$ cat src/rtl/pfr_pkg.sv
package pfr_pkg;
  typedef enum logic {
    PFR_ASSERT = 1'b0,
    PFR_RUN    = 1'b1
  } pfr_state_e;

  function automatic logic hold_last(input int unsigned cnt, input int unsigned limit);
    return cnt == limit - 1;
  endfunction

  function automatic logic pick_fault(input logic sel, input logic lo, input logic hi);
    return sel ? hi : lo;
  endfunction
endpackage

$ cat src/rtl/pfr_trip_reg.sv
module pfr_trip_reg #(
  parameter int CFG_W = 8
) (
  input  logic             clk,
  input  logic             rst_n,
  input  logic             wr,
  input  logic [CFG_W-1:0] wdata,
  output logic             sel
);
  logic unused_upper;
  assign unused_upper = ^wdata[CFG_W-1:1];

  always_ff @(posedge clk or negedge rst_n) begin
    if (!rst_n)  sel <= 1'b0;
    else if (wr) sel <= wdata[0];
  end
endmodule

$ cat src/rtl/pfr_hold_ctr.sv
module pfr_hold_ctr #(
  parameter int HOLD_TICKS = 100
) (
  input  logic clk,
  input  logic rst_n,
  input  logic clear,
  input  logic enable,
  input  logic tick,
  output logic expire
);
  import pfr_pkg::*;
  localparam int CW = $clog2(HOLD_TICKS + 1);
  logic [CW-1:0] cnt;

  assign expire = enable && tick && hold_last(int'(cnt), HOLD_TICKS);

  always_ff @(posedge clk or negedge rst_n) begin
    if (!rst_n)                 cnt <= '0;
    else if (clear || !enable)  cnt <= '0;
    else if (expire)            cnt <= '0;
    else if (tick)              cnt <= cnt + 1'b1;
  end
endmodule

$ cat src/rtl/pfr_seq.sv
module pfr_seq (
  input  logic clk,
  input  logic rst_n,
  input  logic fault,
  input  logic expire,
  output logic holding,
  output logic pull_low
);
  import pfr_pkg::*;
  pfr_state_e state;

  always_ff @(posedge clk or negedge rst_n) begin
    if (!rst_n)      state <= PFR_ASSERT;
    else if (fault)  state <= PFR_ASSERT;
    else if (expire) state <= PFR_RUN;
  end

  assign holding  = (state == PFR_ASSERT) && !fault;
  assign pull_low = (state == PFR_ASSERT) || fault;
endmodule

$ cat src/rtl/pfr_supervisor.sv
module pfr_supervisor #(
  parameter int HOLD_TICKS = 100,
  parameter int CFG_W      = 8
) (
  input  logic             clk,
  input  logic             rst_n,
  input  logic             tick,
  input  logic             below_lo,
  input  logic             below_hi,
  input  logic             cfg_wr,
  input  logic [CFG_W-1:0] cfg_wdata,
  input  logic             mem_busy,
  output logic             trip_sel,
  output logic             rst_pull_low,
  output logic             bus_lock,
  output logic             mem_abort
);
  import pfr_pkg::*;

  logic fault;
  logic holding;
  logic hold_expire;

  pfr_trip_reg #(.CFG_W(CFG_W)) u_trip (
    .clk(clk), .rst_n(rst_n), .wr(cfg_wr), .wdata(cfg_wdata), .sel(trip_sel)
  );

  assign fault = pick_fault(trip_sel, below_lo, below_hi);

  pfr_hold_ctr #(.HOLD_TICKS(HOLD_TICKS)) u_ctr (
    .clk(clk), .rst_n(rst_n), .clear(fault), .enable(holding),
    .tick(tick), .expire(hold_expire)
  );

  pfr_seq u_seq (
    .clk(clk), .rst_n(rst_n), .fault(fault), .expire(hold_expire),
    .holding(holding), .pull_low(rst_pull_low)
  );

  assign bus_lock  = rst_pull_low;
  assign mem_abort = rst_pull_low && !mem_busy;
endmodule

$ cat config.mk
export PLATFORM = sky130hd
export DESIGN_NAME = pfr_supervisor
export DESIGN_NICKNAME = d
export VERILOG_FILES = /design/src/rtl/pfr_pkg.sv /design/src/rtl/pfr_trip_reg.sv /design/src/rtl/pfr_hold_ctr.sv /design/src/rtl/pfr_seq.sv /design/src/rtl/pfr_supervisor.sv
export SDC_FILE = /design/constraint.sdc
export NUM_CORES = 1
export LEC_CHECK = 0
export BUFFER_PORTS_ARGS = -buffer_cell sky130_fd_sc_hd__buf_2
export CELL_PAD_IN_SITES_DETAIL_PLACEMENT = 1
export CELL_PAD_IN_SITES_GLOBAL_PLACEMENT = 1
export CORE_MARGIN = 4
export CORE_UTILIZATION = 34
export CTS_CLUSTER_DIAMETER = 40
export DETAILED_ROUTE_END_ITERATION = 10
export PLACE_DENSITY_LB_ADDON = 0.1
export SLEW_MARGIN = 25
export SYNTH_ARGS = -nofsm -noshare
export SYNTH_HDL_FRONTEND = slang
export SYNTH_SLANG_ARGS = --single-unit
$ cat constraint.sdc
create_clock -name clk -period 2.8 [get_ports clk]
set_clock_uncertainty 0.05 [all_clocks]
set_input_delay 0.28 -clock clk [delete_from_list [all_inputs] [get_ports clk]]
set_output_delay 0.28 -clock clk [all_outputs]
set_load 0.02 [all_outputs]
Word level (Yosys, flattened, before mapping)
Index checks and enable logic that the tools add are counted.
{"block": "classes", "reduce_logical": 11, "n_bitwise": 1, "n_addsub": 1, "n_eq_ne": 1, "n_mux": 6}
{"cell": "2-to-1 mux 7 bit", "count": 3}
{"cell": "adder 7 x 1 -> 7 bit, second input constant", "count": 1}
{"cell": "equality test 7 bit, second input constant", "count": 1}
{"cell": "logical AND 1 bit", "count": 4}
{"cell": "zero test 1 bit", "count": 3}
{"cell": "2-to-1 mux 1 bit", "count": 3}
{"cell": "nonzero test 3 bit", "count": 1}
{"cell": "logical OR 1 bit", "count": 2}
{"cell": "nonzero test 2 bit", "count": 1}
{"cell": "inverter 1 bit", "count": 1}
{"block": "totals", "inputBits": 15, "reg_bits": 9, "wordCells": 23, "output_inout_bits": 4}

Logic depth before layout (Yosys ltp)
{"block": "depth", "ltp_word": 7, "ltp_mapped": 4, "ltp_nobuf": 4}

By module
A second synthesis with hierarchy kept.
{"block": "unflattened", "hier_cells": 51, "hier_area_um2": 524.3}
{"module": "pfr_hold_ctr", "cells_per_inst": 42, "n_inst": 1, "seq_area_each_um2": 175.2, "area_per_inst_um2": 410.4}
{"module": "pfr_seq", "cells_per_inst": 4, "n_inst": 1, "seq_area_each_um2": 25.0, "area_per_inst_um2": 45.0}
{"module": "pfr_trip_reg", "cells_per_inst": 2, "n_inst": 1, "seq_area_each_um2": 25.0, "area_per_inst_um2": 40.0}
{"module": "pfr_supervisor", "cells_per_inst": 3, "n_inst": 1, "seq_area_each_um2": 0.0, "area_per_inst_um2": 28.8}

Worst setup path after synthesis
Ideal clock, no wire load.
{"block": "synth_timing", "path_type": "register to output", "start": "register u_trip.sel", "end": "output port rst_pull_low", "n_path_buf": 1, "stages_incl_launch_ff": 4, "required_time_ns": 2.470, "arrival_ns": 1.189, "path_slack_ns": 1.281, "path_cell_list": "dfrtp_1 mux2i_1 nand2_1 buf_4"}
{"block": "synth_via", "elab_chain_len": 2}
{"element": "start: declaration", "line": "pfr_trip_reg.sv:8", "text": "output logic sel"}
{"element": "start signal: assignment", "line": "pfr_trip_reg.sv:15", "text": "else if (wr) sel <= wdata[0];"}
{"element": "2-to-1 mux 1 bit", "line": "pfr_pkg.sv:12", "text": "return sel ? hi : lo;"}
{"element": "logical OR 1 bit", "line": "pfr_seq.sv:19", "text": "assign pull_low = (state == PFR_ASSERT) || fault;"}
{"element": "end: declaration", "line": "pfr_supervisor.sv:14", "text": "output logic rst_pull_low,"}
Every way passes these cells.

Worst setup path after layout
Same ends and word-level chain as after synthesis.

==> tab_implementation.tex <==
\begin{tabular}{lr}
\hline
Metric & Value \\
\hline
\multicolumn{2}{l}{\textbf{Logic synthesis}} \\
\quad Post-synthesis sequential area ratio & about half \\
\quad Cells after synthesis & 45 \\
\quad Dominant cells by area after synthesis & sky130\_fd\_sc\_hd\_\_dfrtp\_1, sky130\_fd\_sc\_hd\_\_a21oi\_1, sky130\_fd\_sc\_hd\_\_mux2i\_1 \\
\quad Count leader, synth & sky130\_fd\_sc\_hd\_\_dfrtp\_1 \\
\quad Area of the mapped netlist & approximately 460 µm² \\
\quad Synth Warn \# & 0 \\
\quad Post-Synthesis Net Count & 61 \\
\quad Primary flip-flop cell chosen by synthesis mapping & sky130\_fd\_sc\_hd\_\_dfrtp\_1 \\
\quad Biggest area consumer among synthesized cells & sky130\_fd\_sc\_hd\_\_dfrtp\_1 \\
\quad Proportion of synthesized flip-flops having asynchronous set or reset & 100\% \\
\quad Number of register bits inferred by synthesis & 9 \\
\quad Fraction of synthesized cell area taken by the top area cell type & about half \\
\quad Top post-synthesis cells by count & sky130\_fd\_sc\_hd\_\_dfrtp\_1, sky130\_fd\_sc\_hd\_\_a21oi\_1, sky130\_fd\_sc\_hd\_\_nand2\_1 \\
\quad Post-synthesis cell type count & 21 \\
\quad Number of flops mapped to enable cells by yosys & 0 \\
\quad Avg Synthesized Cell Area & about 10 µm² \\
\multicolumn{2}{l}{\textbf{Cells and area}} \\
\quad Sequential standard cell area & about 230 µm² \\
\quad Layout cell share with drive strength beyond 1 & 28.3\% \\
\quad Multi-input gate area & 214 µm² \\
\quad N\_diodes & 0 \\
\quad Layout overhead on the synthesized area & 22.1\% \\
\quad Final layout net count & 77 \\
\quad Design area & roughly 560 µm² \\
\quad Fillcell total & 137 \\
\multicolumn{2}{l}{\textbf{Clock network}} \\
\quad Clock latency reported for the late side of the worst-skew pair & around 0.25 ns \\
\quad CTS tree & built \\
\quad Deepest clock path buffer count & 2 \\
\quad Clk root buf & sky130\_fd\_sc\_hd\_\_clkbuf\_4 \\
\quad Count of buffers added by post-CTS timing repair for setup & 0 \\
\quad Sinks on the clock net & 9 \\
\quad TritonCTS Buffers & 3 \\
\quad Level count of the clock H-tree & 1 \\
\quad Clock input transition at the sequential cells of the worst setup and hold paths & about 0.06 ns \\
\multicolumn{2}{l}{\textbf{Routing}} \\
\quad First-pass iteration count of the detailed router & 4 \\
\quad \# DRC & 0 \\
\quad Via Count & a little over 400 \\
\quad Average wire per cell in the routed design & between 15 and 20 µm \\
\quad Vias per cell & around 5.4 \\
\quad Post-DRT Antenna Nets & 0 \\
\quad Initial DRC count & 10 \\
\quad Final routed wirelength across all metal layers & 1190 µm \\
\multicolumn{2}{l}{\textbf{Timing}} \\
\quad Max transition margin & between 60\% and 70\% \\
\quad Max Clock Freq & about 590 MHz \\
\quad Share of the cycle needed by the critical path after routing & between 60\% and 70\% \\
\quad \# setup viols final & 0 \\
\quad Total negative slack for setup checks & 0 ns \\
\quad Final number of hold-violating endpoints & 0 \\
\quad Tmin final & 1.70 ns \\
\quad Count of pins over their slew limit & 0 \\
\quad Slew @ Worst Pin & around 0.46 ns \\
\quad Setup repair after global routing missed its margin & false \\
\multicolumn{2}{l}{\textbf{Min path}} \\
\quad Capture endpoint of the worst hold path & u\_trip.sel \\
\quad Worst Hold Launch & cfg\_wdata[0] \\
\quad Worst min-delay path category & in2reg \\
\quad Depth of the worst hold-timing path & 2 \\
\multicolumn{2}{l}{\textbf{Worst setup path}} \\
\quad Worst Reg-to-Reg Cells & 3 \\
\quad Cell count along the critical path & 3 \\
\quad Cell with the biggest individual delay on the critical path & sky130\_fd\_sc\_hd\_\_dfrtp\_1 \\
\quad Worst Path Arrival & around 1.4 ns \\
\quad Count of buffer and inverter cells on the critical path & 1 \\
\quad Critical Path Start Type & flop \\
\quad Largest driver fanout on the critical path & 4 \\
\quad Capture instance of the worst register-to-register path & u\_seq.state \\
\quad Setup CP Type & reg2out \\
\quad Crit path cell chain & mux2i\_1, nand2\_1, buf\_2 \\
\quad Required time of the critical path & 2.47 ns \\
\quad Kind of end point of the critical path & output port \\
\quad Family of cells with the greatest summed delay on the critical path & flip-flops \\
\quad Origin of the critical flop-to-flop path & u\_trip.sel \\
\quad CP peak stage delay & approximately 0.4 ns \\
\quad Slack of the worst reg-to-reg path & 1.17 ns \\
\multicolumn{2}{l}{\textbf{Pwr}} \\
\quad Net switching share of the total power & 24.8\% \\
\quad Power Dens Cells & around 480 nW/µm² \\
\quad Leakage power figure & 0.246 nW \\
\quad Clock share of power & 35.9\% \\
\quad Portion of total power attributed to combinational logic & about an eighth \\
\quad Switching power total & 0.0672 mW \\
\quad Flop pwr share & 51.7\% \\
\quad Maximum ir drop on the vdd rail & approximately 0.27 mV \\
\quad Cell internal pwr & just over 0.2 mW \\
\multicolumn{2}{l}{\textbf{Die}} \\
\quad Die area & 2000 µm² \\
\quad CORE AREA & around 1200 µm² \\
\quad Row count & 12 \\
\quad Initial core utilization & a little under 40\% \\
\quad Die Span Y & approximately 45 µm \\
\quad Die boundary width & 44.7 µm \\
\quad Count of boundary I/O pins & 19 \\
\multicolumn{2}{l}{\textbf{Global route}} \\
\quad Via count of the first global-routing pass & 447 \\
\quad Initial antenna violation count & 0 \\
\quad First-pass GRT wire length & 2060 µm \\
\quad Gr ovfl total & 0 \\
\quad Largest net degree at the start of global routing & 10 \\
\quad GR Util All Layers & 14.5\% \\
\multicolumn{2}{l}{\textbf{Placement}} \\
\quad Global placer's final weighted congestion & around 0.70 \\
\quad Detailed Place HPWL & between 900 and 1000 µm \\
\quad Number of port buffers & 11 \\
\quad Post-DP Area & approximately 520 µm² \\
\multicolumn{2}{l}{\textbf{Flow run}} \\
\quad Maximum Capacitance Violations & 0 \\
\multicolumn{2}{l}{\textbf{Run status}} \\
\quad Run status & finished clean \\
\hline
\end{tabular}
==> per-stage QoR <==
step / power, mW / cells / setup WS (ns) / hold slack, ns / util [%]
6_report: 0.271 / 74 / 1.10 / 0.230 / 47.2
5_1_grt: 0.288 / 74 / 0.984 / 0.215 / 47.2
4_1_cts: 0.275 / 74 / 1.13 / 0.229 / 47.2
3_5_place_dp: 0.175 / 69 / 1.22 / 0.0951 / 44.1
3_3_place_gp: 0.171 / 69 / 1.35 / 0.0859 / 44.1
2_1_floorplan: 0.158 / 45 / 1.28 / -0.0656 / -
==> cells in the final DEF (no fill, tap or decap), types with 2 or more instances in the layout <==
| master | instances |
|---|---|
| sky130_fd_sc_hd__dfrtp_1 | 9 |
| sky130_fd_sc_hd__nand4_1 | 2 |
| sky130_fd_sc_hd__clkbuf_4 | 3 |
| sky130_fd_sc_hd__nand2_1 | 5 |
| sky130_fd_sc_hd__buf_2 | 11 |
| sky130_fd_sc_hd__o311ai_0 | 2 |
| sky130_fd_sc_hd__a21oi_1 | 5 |
| sky130_fd_sc_hd__mux2i_1 | 2 |
| sky130_fd_sc_hd__xor2_1 | 2 |
| sky130_fd_sc_hd__nor2_1 | 3 |
| sky130_fd_sc_hd__inv_1 | 3 |
==> power by group through the flow <==
stage / logic [mW] / registers (mW) / clock network [mW]
3_3_place_gp: 0.0298 / 0.141 / 0
4_1_cts: 0.0340 / 0.140 / 0.101
6_report: 0.0336 / 0.140 / 0.0972
2_1_floorplan: 0.0155 / 0.143 / 0
5_1_grt: 0.0375 / 0.141 / 0.110
3_5_place_dp: 0.0325 / 0.142 / 0
==> worst max path at each step <==
stage | start | to
global route | u_trip.sel | rst_pull_low
CTS | u_trip.sel | rst_pull_low
floorplan | u_trip.sel | rst_pull_low
global placement | u_ctr.cnt[0] | u_ctr.cnt[6]
detailed placement | u_ctr.cnt[0] | u_ctr.cnt[6]
finish | u_trip.sel | rst_pull_low
==> sequential cells by signal, indices dropped and copies added (netlist names) <==
register	flops
u_trip.sel	1
u_ctr.cnt	7
u_seq.state	1
==> final cells by class <==
type / instances / share of cell area, %
Sequential cell: 9 / 40.3
Multi-Input combinational cell: 32 / 38.3
Timing Repair Buffer: 12 / 11.6
Clock buffer: 4 / 4.70
Tap cell: 14 / 3.13
Inverter: 3 / 2.01
==> worst register-to-register path: stages, from the launching register on <==
cell and delay [ns]:
sky130_fd_sc_hd__dfrtp_1 0.39, sky130_fd_sc_hd__mux2i_1 0.39, sky130_fd_sc_hd__nand2_1 0.24, sky130_fd_sc_hd__o41ai_1 0.44
==> kinds of logic after synthesis <==
| logic type | Yosys count | share of synthesized area, % |
|---|---|---|
| mux | 3 | 6.83 |
| buf+inv | 4 | 4.10 |
| simple gates | 16 | 19.4 |
| fa+ha+maj | 1 | 2.73 |
| xor+xnor | 2 | 3.83 |
| flops | 9 | 49.2 |
| compound gates | 10 | 13.9 |
==> repair_timing <==
action / CTS / global route
hold buffers: 1 / 0
gates resized for setup: 0 / 0
endpoints found under the hold margin: 9 / 0
setup endpoints to repair: 0 / 0
==> metal layers <==
metal  track usage, %  wire, µm
met1             17.4       480
met2             25.5       655
met3             3.59        55
met4             3.61         0
met5                0         0
Note: power is estimated with default switching activity, not from simulation.
